**src/rtl/act_seq_pkg.sv**
```systemverilog
package act_seq_pkg;
  localparam int N_UNIT = 3;
  localparam int U_FETCH = 0;
  localparam int U_PCINC = 1;
  localparam int U_ALU   = 2;

  typedef logic [N_UNIT-1:0] umask_t;

  localparam umask_t M_FETCH = umask_t'(1 << U_FETCH);
  localparam umask_t M_PCINC = umask_t'(1 << U_PCINC);
  localparam umask_t M_ALU   = umask_t'(1 << U_ALU);

  typedef enum logic [1:0] {
    CLS_ALU_RR   = 2'd0,
    CLS_ALU_IMM  = 2'd1,
    CLS_CALU_IMM = 2'd2,
    CLS_RSVD     = 2'd3
  } cls_e;
endpackage

```
**src/rtl/act_seq_plan.sv**
```systemverilog
module act_seq_plan
  import act_seq_pkg::*;
#(
  parameter int STEP_W = 3
) (
  input  cls_e              cls,
  input  logic [STEP_W-1:0] step,
  input  logic              lt,
  output umask_t            mask
);
  // Units to start for a given step of a class; zero means the schedule has ended.
  always_comb begin
    mask = '0;
    unique case (cls)
      CLS_ALU_RR: begin
        case (int'(step))
          0:       mask = M_ALU | M_PCINC;
          1:       mask = M_FETCH;
          default: mask = '0;
        endcase
      end
      CLS_ALU_IMM: begin
        case (int'(step))
          0:       mask = M_PCINC;
          1:       mask = M_FETCH;
          2:       mask = M_ALU | M_PCINC;
          3:       mask = M_FETCH;
          default: mask = '0;
        endcase
      end
      CLS_CALU_IMM: begin
        if (lt) begin
          case (int'(step))
            0:       mask = M_ALU | M_PCINC;
            1:       mask = M_FETCH;
            2:       mask = M_ALU | M_PCINC;
            3:       mask = M_FETCH;
            default: mask = '0;
          endcase
        end else begin
          case (int'(step))
            0:       mask = M_ALU | M_PCINC;
            1:       mask = M_PCINC;
            2:       mask = M_FETCH;
            default: mask = '0;
          endcase
        end
      end
      default: mask = '0;
    endcase
  end
endmodule

```
**src/rtl/act_seq_track.sv**
```systemverilog
module act_seq_track
  import act_seq_pkg::*;
(
  input  logic   clk,
  input  logic   rst_n,
  input  logic   load,
  input  umask_t load_mask,
  input  umask_t done,
  output umask_t pend,
  output logic   all_clear
);
  // One outstanding-start flag per unit.
  for (genvar u = 0; u < N_UNIT; u++) begin : g_unit
    logic pend_d;
    always_comb begin
      pend_d = pend[u];
      if (load)         pend_d = load_mask[u];
      else if (done[u]) pend_d = 1'b0;
    end
    always_ff @(posedge clk or negedge rst_n) begin
      if (!rst_n) pend[u] <= 1'b0;
      else        pend[u] <= pend_d;
    end
  end

  // Every outstanding unit has answered by this edge.
  assign all_clear = (pend != '0) && ((pend & ~done) == '0);
endmodule

```
**src/rtl/act_seq.sv**
```systemverilog
module act_seq
  import act_seq_pkg::*;
#(
  parameter int STEP_W = 3
) (
  input  logic              clk,
  input  logic              rst_n,
  input  logic              go,
  input  logic [1:0]        cls,
  input  logic              lt,
  input  logic [N_UNIT-1:0] unit_done,
  output logic [N_UNIT-1:0] unit_start,
  output logic              instr_done
);
  localparam logic [STEP_W-1:0] STEP_ONE = STEP_W'(1);

  logic              busy_q, busy_d;
  cls_e              cls_q, cls_d;
  logic [STEP_W-1:0] step_q, step_d;
  logic              lt_q, lt_d;
  umask_t            start_q, start_d;
  logic              cmpl_q, cmpl_d;
  logic              cls_en, step_en, lt_en;

  logic              accept;
  logic              step_end;
  logic              load;
  umask_t            pend;
  logic              all_clear;

  cls_e              plan_cls;
  logic [STEP_W-1:0] plan_step;
  logic              plan_lt;
  umask_t            nxt_mask;

  assign accept   = go && !busy_q && (cls_e'(cls) != CLS_RSVD);
  assign step_end = busy_q && all_clear;

  // Look up the step that follows; the live flag is used only when leaving step 0.
  assign plan_cls  = accept ? cls_e'(cls) : cls_q;
  assign plan_step = accept ? '0 : (step_q + STEP_ONE);
  assign plan_lt   = (step_q == '0) ? lt : lt_q;

  act_seq_plan #(.STEP_W(STEP_W)) u_plan (
    .cls  (plan_cls),
    .step (plan_step),
    .lt   (plan_lt),
    .mask (nxt_mask)
  );

  act_seq_track u_track (
    .clk       (clk),
    .rst_n     (rst_n),
    .load      (load),
    .load_mask (start_d),
    .done      (unit_done),
    .pend      (pend),
    .all_clear (all_clear)
  );

  always_comb begin
    busy_d  = busy_q;
    cls_d   = cls_q;
    step_d  = step_q;
    lt_d    = lt_q;
    start_d = '0;
    cmpl_d  = 1'b0;
    cls_en  = 1'b0;
    step_en = 1'b0;
    lt_en   = 1'b0;
    load    = 1'b0;
    if (accept) begin
      busy_d  = 1'b1;
      cls_d   = cls_e'(cls);
      cls_en  = 1'b1;
      step_d  = '0;
      step_en = 1'b1;
      start_d = nxt_mask;
      load    = 1'b1;
    end else if (step_end) begin
      if (nxt_mask == '0) begin
        busy_d = 1'b0;
        cmpl_d = 1'b1;
      end else begin
        step_d  = step_q + STEP_ONE;
        step_en = 1'b1;
        start_d = nxt_mask;
        load    = 1'b1;
        if (step_q == '0) begin
          lt_d  = lt;
          lt_en = 1'b1;
        end
      end
    end
  end

  always_ff @(posedge clk or negedge rst_n) begin
    if (!rst_n) begin
      busy_q  <= 1'b0;
      start_q <= '0;
      cmpl_q  <= 1'b0;
    end else begin
      busy_q  <= busy_d;
      start_q <= start_d;
      cmpl_q  <= cmpl_d;
    end
  end

  always_ff @(posedge clk or negedge rst_n) begin
    if (!rst_n) begin
      cls_q  <= CLS_ALU_RR;
      step_q <= '0;
      lt_q   <= 1'b0;
    end else begin
      if (cls_en)  cls_q  <= cls_d;
      if (step_en) step_q <= step_d;
      if (lt_en)   lt_q   <= lt_d;
    end
  end

  assign unit_start = start_q;
  assign instr_done = cmpl_q;
endmodule

```
**config.mk**
```make
export PLATFORM = sky130hd
export DESIGN_NAME = act_seq
export DESIGN_NICKNAME = d
export VERILOG_FILES = /design/src/rtl/act_seq_pkg.sv /design/src/rtl/act_seq_plan.sv /design/src/rtl/act_seq_track.sv /design/src/rtl/act_seq.sv
export SDC_FILE = /design/constraint.sdc
export NUM_CORES = 1
export LEC_CHECK = 0
export BUFFER_PORTS_ARGS = -buffer_cell sky130_fd_sc_hd__buf_2
export CAP_MARGIN = 20
export CORE_MARGIN = 2
export CORE_UTILIZATION = 54
export CTS_CLUSTER_DIAMETER = 60
export CTS_CLUSTER_SIZE = 28
export DETAILED_ROUTE_END_ITERATION = 12
export GPL_TIMING_DRIVEN = 0
export PLACE_DENSITY_LB_ADDON = 0.12
export SYNTH_ARGS = -nofsm -noshare
export SYNTH_HDL_FRONTEND = slang
export SYNTH_SLANG_ARGS = --single-unit
```
**constraint.sdc**
```tcl
create_clock -name clk -period 2.4 [get_ports clk]
set_clock_uncertainty 0.2 [all_clocks]
set_input_delay 0.24 -clock clk [delete_from_list [all_inputs] [get_ports clk]]
set_output_delay 0.24 -clock clk [all_outputs]
set_load 0.1 [all_outputs]
```
==> results.cfg, run 1 <==
[outcome]
run_status = finished, final reports clean

[pwr]
cellInternalPower_mw = 0.721
power_frac_seq = 0.286
netSwitchingPower_mw = 0.696
power.switching_fraction = 0.491
power.share.clock = 0.115
ir_drop_mv = 0.904
static-leakage-power_nw = 0.440
combinationalPowerShare = 0.599
pwr_cell_area_nw_per_um2 = 1460

[floorplanning]
start_util = 0.564
io_pins = 13
floorplan.die.height_um = 43.4
fp.dieW_um = 43.4
die_area_um2 = 1890
design.core.area_um2 = 1490
num_rows = 14

[setup_path]
reg2reg_depth = 7
cp.required_ns = 2.39
cp_slowest_stage_delay_ns = 0.46
critPathSlowestCell = dfrtp_2
cp-end-kind = flip-flop
crit_top_cell = inv_1
rrSetupSlack_ns = 0.11
rr_startpoint = step_q[0]
cp_cell_sequence = inv_1 -> ha_1 -> inv_1 -> o22ai_2 -> or4_4 -> a31oi_4 -> o21bai_1
worst-path-max-fanout = 7
critical_path_buf_inv_count = 2
worst_ep_arrival_time_ns = 2.28
timing.setup.critical_path_class = reg -> reg
startpoint_class_of_the_critical_path = flip-flop
capture_point_of_the_worst_reg_to_reg_path = u_track.pend[1]
cpLargestDelayFamily = compound AO/OA/AOI/OAI gates

[layout]
design_area_um2 = 972
fill_cells = 122
synthToLayoutAreaGrowth_pct = 15.8
drive_gt1_frac = 0.292
ff_latch_area_um2 = 352
mostFrequentLayoutCell = dfrtp_1
multiInputGateArea_um2 = 460
final_cell_mix = 13 x dfrtp_1, 12 x buf_2
final_nets = 108
diodes = 0

[timing]
timing.slew.headroom = 0.628
worst_slack_ns = 0.111
worst_slew_pin_slew_ns = 0.559
timing.final.crit_period_ns = 2.29
final.period_utilization = 0.954
max_freq_mhz = 437
report.final.setup_viol = 0
timing.final.max_slew_violations = 0
finalSetupTns_ns = 0
hold_violation_total_from_the_final_report = 0
grt_setup_unrepaired = false

[clocking]
cts.repair_timing.setup_buffer_count = 0
clock_root_cell = clkbuf_4
clk_path_buf_depth = 2
clkSinkCount = 14
clock_tree.htree_level_count = 1
worstSkewPairLatency_ns = 0.27
path_clk_slew_ns = 0.08
cts_inserted_buffers = 3
cts_tree = done

[min_path]
class_of_the_tightest_hold_or_removal_check = in -> reg
worstHoldStart = lt
hold-path-cell-count = 2
worst_hold_path.endpoint = lt_q

[yosys]
netlist-cell-type-count = 39
synthesis.area_per_instance_um2 = 10.6
synth.net_count = 90
share_of_synthesized_area_occupied_by_flip_flops_and_latches = 0.417
number_of_warnings_printed_during_yosys_synthesis = 0
synth_top_area_share = 0.417
synth_ff_type = dfrtp_1
synth_seq_cells = 14
synth_top_cell_by_area = dfrtp_1
post_synth_inst_count = 79
ys_async_sr_fraction = 1.00
syn_area_um2 = 840
ys_top_cells_by_area = dfrtp_1 42%, nand2b_1 4.5%, a21oi_4 3.9%, a21oi_1 3.6%, ha_1 3.0%
synth_edf_count = 0

[job]
maxCapViolations = 0

[global_route]
grt_pass1_vias = 629
grt_first_pass_wirelength_um = 2700
antenna_violations_before_repair = 0
largest_net_degree_at_the_start_of_global_routing = 15
grtUsageTotal = 0.193
overflow = 0

[detailed_routing]
routedWlPerCell_um = 14.5
wirelength_um = 1630
postRouteAntennaNets = 0
detail_route.iter0.violations = 6
via_count = 636
remaining_drc_errors = 0
dr.pass1.iters = 4
number_of_vias_per_cell_after_detailed_routing = 5.68

[place]
placement.cell_area_um2 = 920
post-place-ws_ns = 0.116
gpl.final_weighted_congestion = 0.825
numPortBuffers = 12
post-dp-hpwl_um = 1180
## synth_stat cells, types with 2 or more instances
cell type and n:
and2_1 2, ha_1 2, o2111ai_1 2, o21ai_0 2, a21oi_4 2, nand2_1 2
o21a_1 2, inv_1 6, a21oi_1 6, nor2_1 6, nand2b_1 6, dfrtp_1 14
## area by class of cell
class | count | area share
buffer | 1 | 0.0116
inverter | 6 | 0.0232
clock buffer | 4 | 0.0373
tap | 16 | 0.0206
multi-input combinational | 58 | 0.474
sequential | 14 | 0.362
timing repair buffer | 13 | 0.0721
## per-layer routing
layer  wire (um)  global-route usage  up-vias
met3          46              0.0375        2
li1            -                   -      329
met2         786               0.319       10
met1         784               0.259      295
met4          11              0.0545        0
met5           0                   0        -
## cell families (layout without fill, tap and decap cells)
family / after synthesis / count (layout) / synth area share
simple gates: 25 / 25 / 0.188
flops: 14 / 14 / 0.417
mux: 2 / 2 / 0.0268
compound gates: 27 / 27 / 0.277
xor+xnor: 2 / 2 / 0.0209
buf+inv: 7 / 24 / 0.0402
fa+ha+maj: 2 / 2 / 0.0298
## through the flow
stage	hold WS, ns	utilization	power, mW	cells
after detailed placement	-0.0467	0.618	1.24	107
after floorplan	-0.256	-	1.09	79
after CTS	0.00486	0.649	1.41	112
final	0.0114	0.653	1.42	112
after global routing	0.0106	0.653	1.52	112
after global placement	-0.0522	0.618	1.22	107
## power by group through the flow
stage,Sequential [mW],Clock [mW],Combinational (mW)
4_1_cts,0.403,0.169,0.842
5_1_grt,0.418,0.180,0.918
3_5_place_dp,0.406,0,0.832
6_report,0.405,0.163,0.848
2_1_floorplan,0.572,0,0.516
3_3_place_gp,0.402,0,0.819
## worst max-delay path by stage
stage | startpoint | endpoint | slack, ns | cells past startpoint
6_report | step_q[0] | u_track.pend[1] | 0.11 | 7
5_1_grt | step_q[0] | u_track.pend[1] | 0.02 | 7
4_1_cts | step_q[0] | u_track.pend[1] | 0.05 | 7
3_5_place_dp | step_q[0] | u_track.pend[1] | 0.12 | 7
3_3_place_gp | step_q[0] | u_track.pend[1] | 0.16 | 7
2_1_floorplan | step_q[0] | u_track.pend[1] | 0.33 | 7
## flip-flops by register name, summed over array words and instances, names as in the netlist
| register | cells |
|---|---|
| cls_q | 2 |
| instr_done | 1 |
| step_q | 3 |
| busy_q | 1 |
| u_track.pend | 3 |
| unit_start | 3 |
| lt_q | 1 |
## timing repair
action | 4_1_cts | 5_1_grt
setup endpoints to repair | 0 | 3
hold buffers | 1 | 0
endpoints found under the hold margin | 14 | 0
gates resized for setup | 0 | 2
(Power assumes the default switching activity.)
==> run 2, diff against run 1 <==
- RECOVER_POWER: not set -> 25
==> run 2 against run 1 <==
Against the previous run: first-iteration DRC count is the same; sequential share of layout area barely moved; critical path type unchanged; design area fell by 0.13%; worst hold slack about the same.
==> results.cfg, run 2 (synthesis results as in run 1) <==
[layout]
synthToLayoutAreaGrowth_pct = 15.6
diodes = 0
mostFrequentLayoutCell = dfrtp_1
drive_gt1_frac = 0.281
final_nets = 108
design_area_um2 = 971
final_cell_mix = 13 x dfrtp_1, 11 x buf_2
fill_cells = 123

[timing]
max_freq_mhz = 437
report.final.setup_viol = 0
hold_violation_total_from_the_final_report = 0
timing.final.crit_period_ns = 2.29
worst_slack_ns = 0.111
grt_setup_unrepaired = false
worst_slew_pin_slew_ns = 0.770
timing.slew.headroom = 0.487
finalSetupTns_ns = 0
final.period_utilization = 0.954
timing.final.max_slew_violations = 0

[floorplanning]
fp.dieW_um = 43.4
die_area_um2 = 1890
num_rows = 14
design.core.area_um2 = 1490
start_util = 0.564
floorplan.die.height_um = 43.4
io_pins = 13

[clocking]
cts_tree = done
clock_tree.htree_level_count = 1
worstSkewPairLatency_ns = 0.27
clkSinkCount = 14
cts_inserted_buffers = 3
clock_root_cell = clkbuf_4
path_clk_slew_ns = 0.08
clk_path_buf_depth = 2

[global_route]
grt_pass1_vias = 629
antenna_violations_before_repair = 0
grt_first_pass_wirelength_um = 2700
grtUsageTotal = 0.193
overflow = 0
largest_net_degree_at_the_start_of_global_routing = 15

[setup_path]
timing.setup.critical_path_class = reg -> reg
cp.required_ns = 2.39
cp-end-kind = flip-flop
worst-path-max-fanout = 7
startpoint_class_of_the_critical_path = flip-flop
rrSetupSlack_ns = 0.11
worst_ep_arrival_time_ns = 2.28

[pwr]
pwr_cell_area_nw_per_um2 = 1460
ir_drop_mv = 0.905
static-leakage-power_nw = 0.438
power_mw = 1.42

[detailed_routing]
dr.pass1.iters = 4
remaining_drc_errors = 0
routedWlPerCell_um = 14.5
number_of_vias_per_cell_after_detailed_routing = 5.69
wirelength_um = 1630
postRouteAntennaNets = 0
via_count = 637
detail_route.iter0.violations = 6

[place]
numPortBuffers = 12
placement.cell_area_um2 = 920
post-dp-hpwl_um = 1180
gpl.final_weighted_congestion = 0.825
post-place-ws_ns = 0.116

[outcome]
run_status = finished, final reports clean

[job]
maxCapViolations = 0

[min_path]
class_of_the_tightest_hold_or_removal_check = in -> reg
run 2: area by class of cell:
| type | count | area [um2] | area share |
|---|---|---|---|
| Clock buffer | 4 | 36.3 | 0.0374 |
| Timing Repair Buffer | 13 | 68.8 | 0.0709 |
| Tap cell | 16 | 20.0 | 0.0206 |
| Buffer | 1 | 11.3 | 0.0116 |
| Sequential cell | 14 | 352 | 0.362 |
| Multi-Input combinational cell | 58 | 460 | 0.474 |
| Inverter | 6 | 22.5 | 0.0232 |
run 2: per-layer routing:
| metal | vias up | part of all wire | GRT usage |
|---|---|---|---|
| met5 | - | 0 | 0 |
| li1 | 329 | - | - |
| met4 | 0 | 0.0068 | 0.0545 |
| met2 | 10 | 0.48 | 0.319 |
| met3 | 2 | 0.028 | 0.0375 |
| met1 | 296 | 0.48 | 0.259 |
run 2: worst paths after layout:
| kind | endpoint | from | cells past startpoint |
|---|---|---|---|
| worst min register to register | lt_q | lt_q | 1 |
| worst min-delay path | lt_q | lt | 2 |
| min in group asynchronous | step_q[2] | rst_n | 2 |
| worst max-delay path | u_track.pend[1] | step_q[0] | 7 |
| worst max register to register | u_track.pend[1] | step_q[0] | 7 |
| max in group asynchronous | step_q[0] | rst_n | 2 |
run 2: power breakdown:
part | switching (mW) | internal [mW]
Combinational | 0.553 | 0.295
Clock | 0.0713 | 0.0921
Sequential | 0.0720 | 0.333
Total | 0.696 | 0.721
run 2: repair_timing:
action,CTS,global route
endpoints found under the hold margin,14,0
hold buffers,1,0
setup endpoints to repair,0,3
setup buffers,0,0
resized for setup,0,2
run 2: through the flow:
stage	hold WS (ns)	std cells	utilization
floorplan	-0.256	79	-
global placement	-0.0522	107	0.618
detailed placement	-0.0467	107	0.618
CTS	0.00486	112	0.649
global route	0.0106	112	0.652
finish	0.0113	112	0.652
run 2: critical path, stage by stage (launching register included):
cell and delay [ns]:
dfrtp_2 0.46, inv_1 0.17, ha_1 0.31, inv_1 0.13, o22ai_2 0.12, or4_4 0.45, a31oi_4 0.21, o21bai_1 0.16
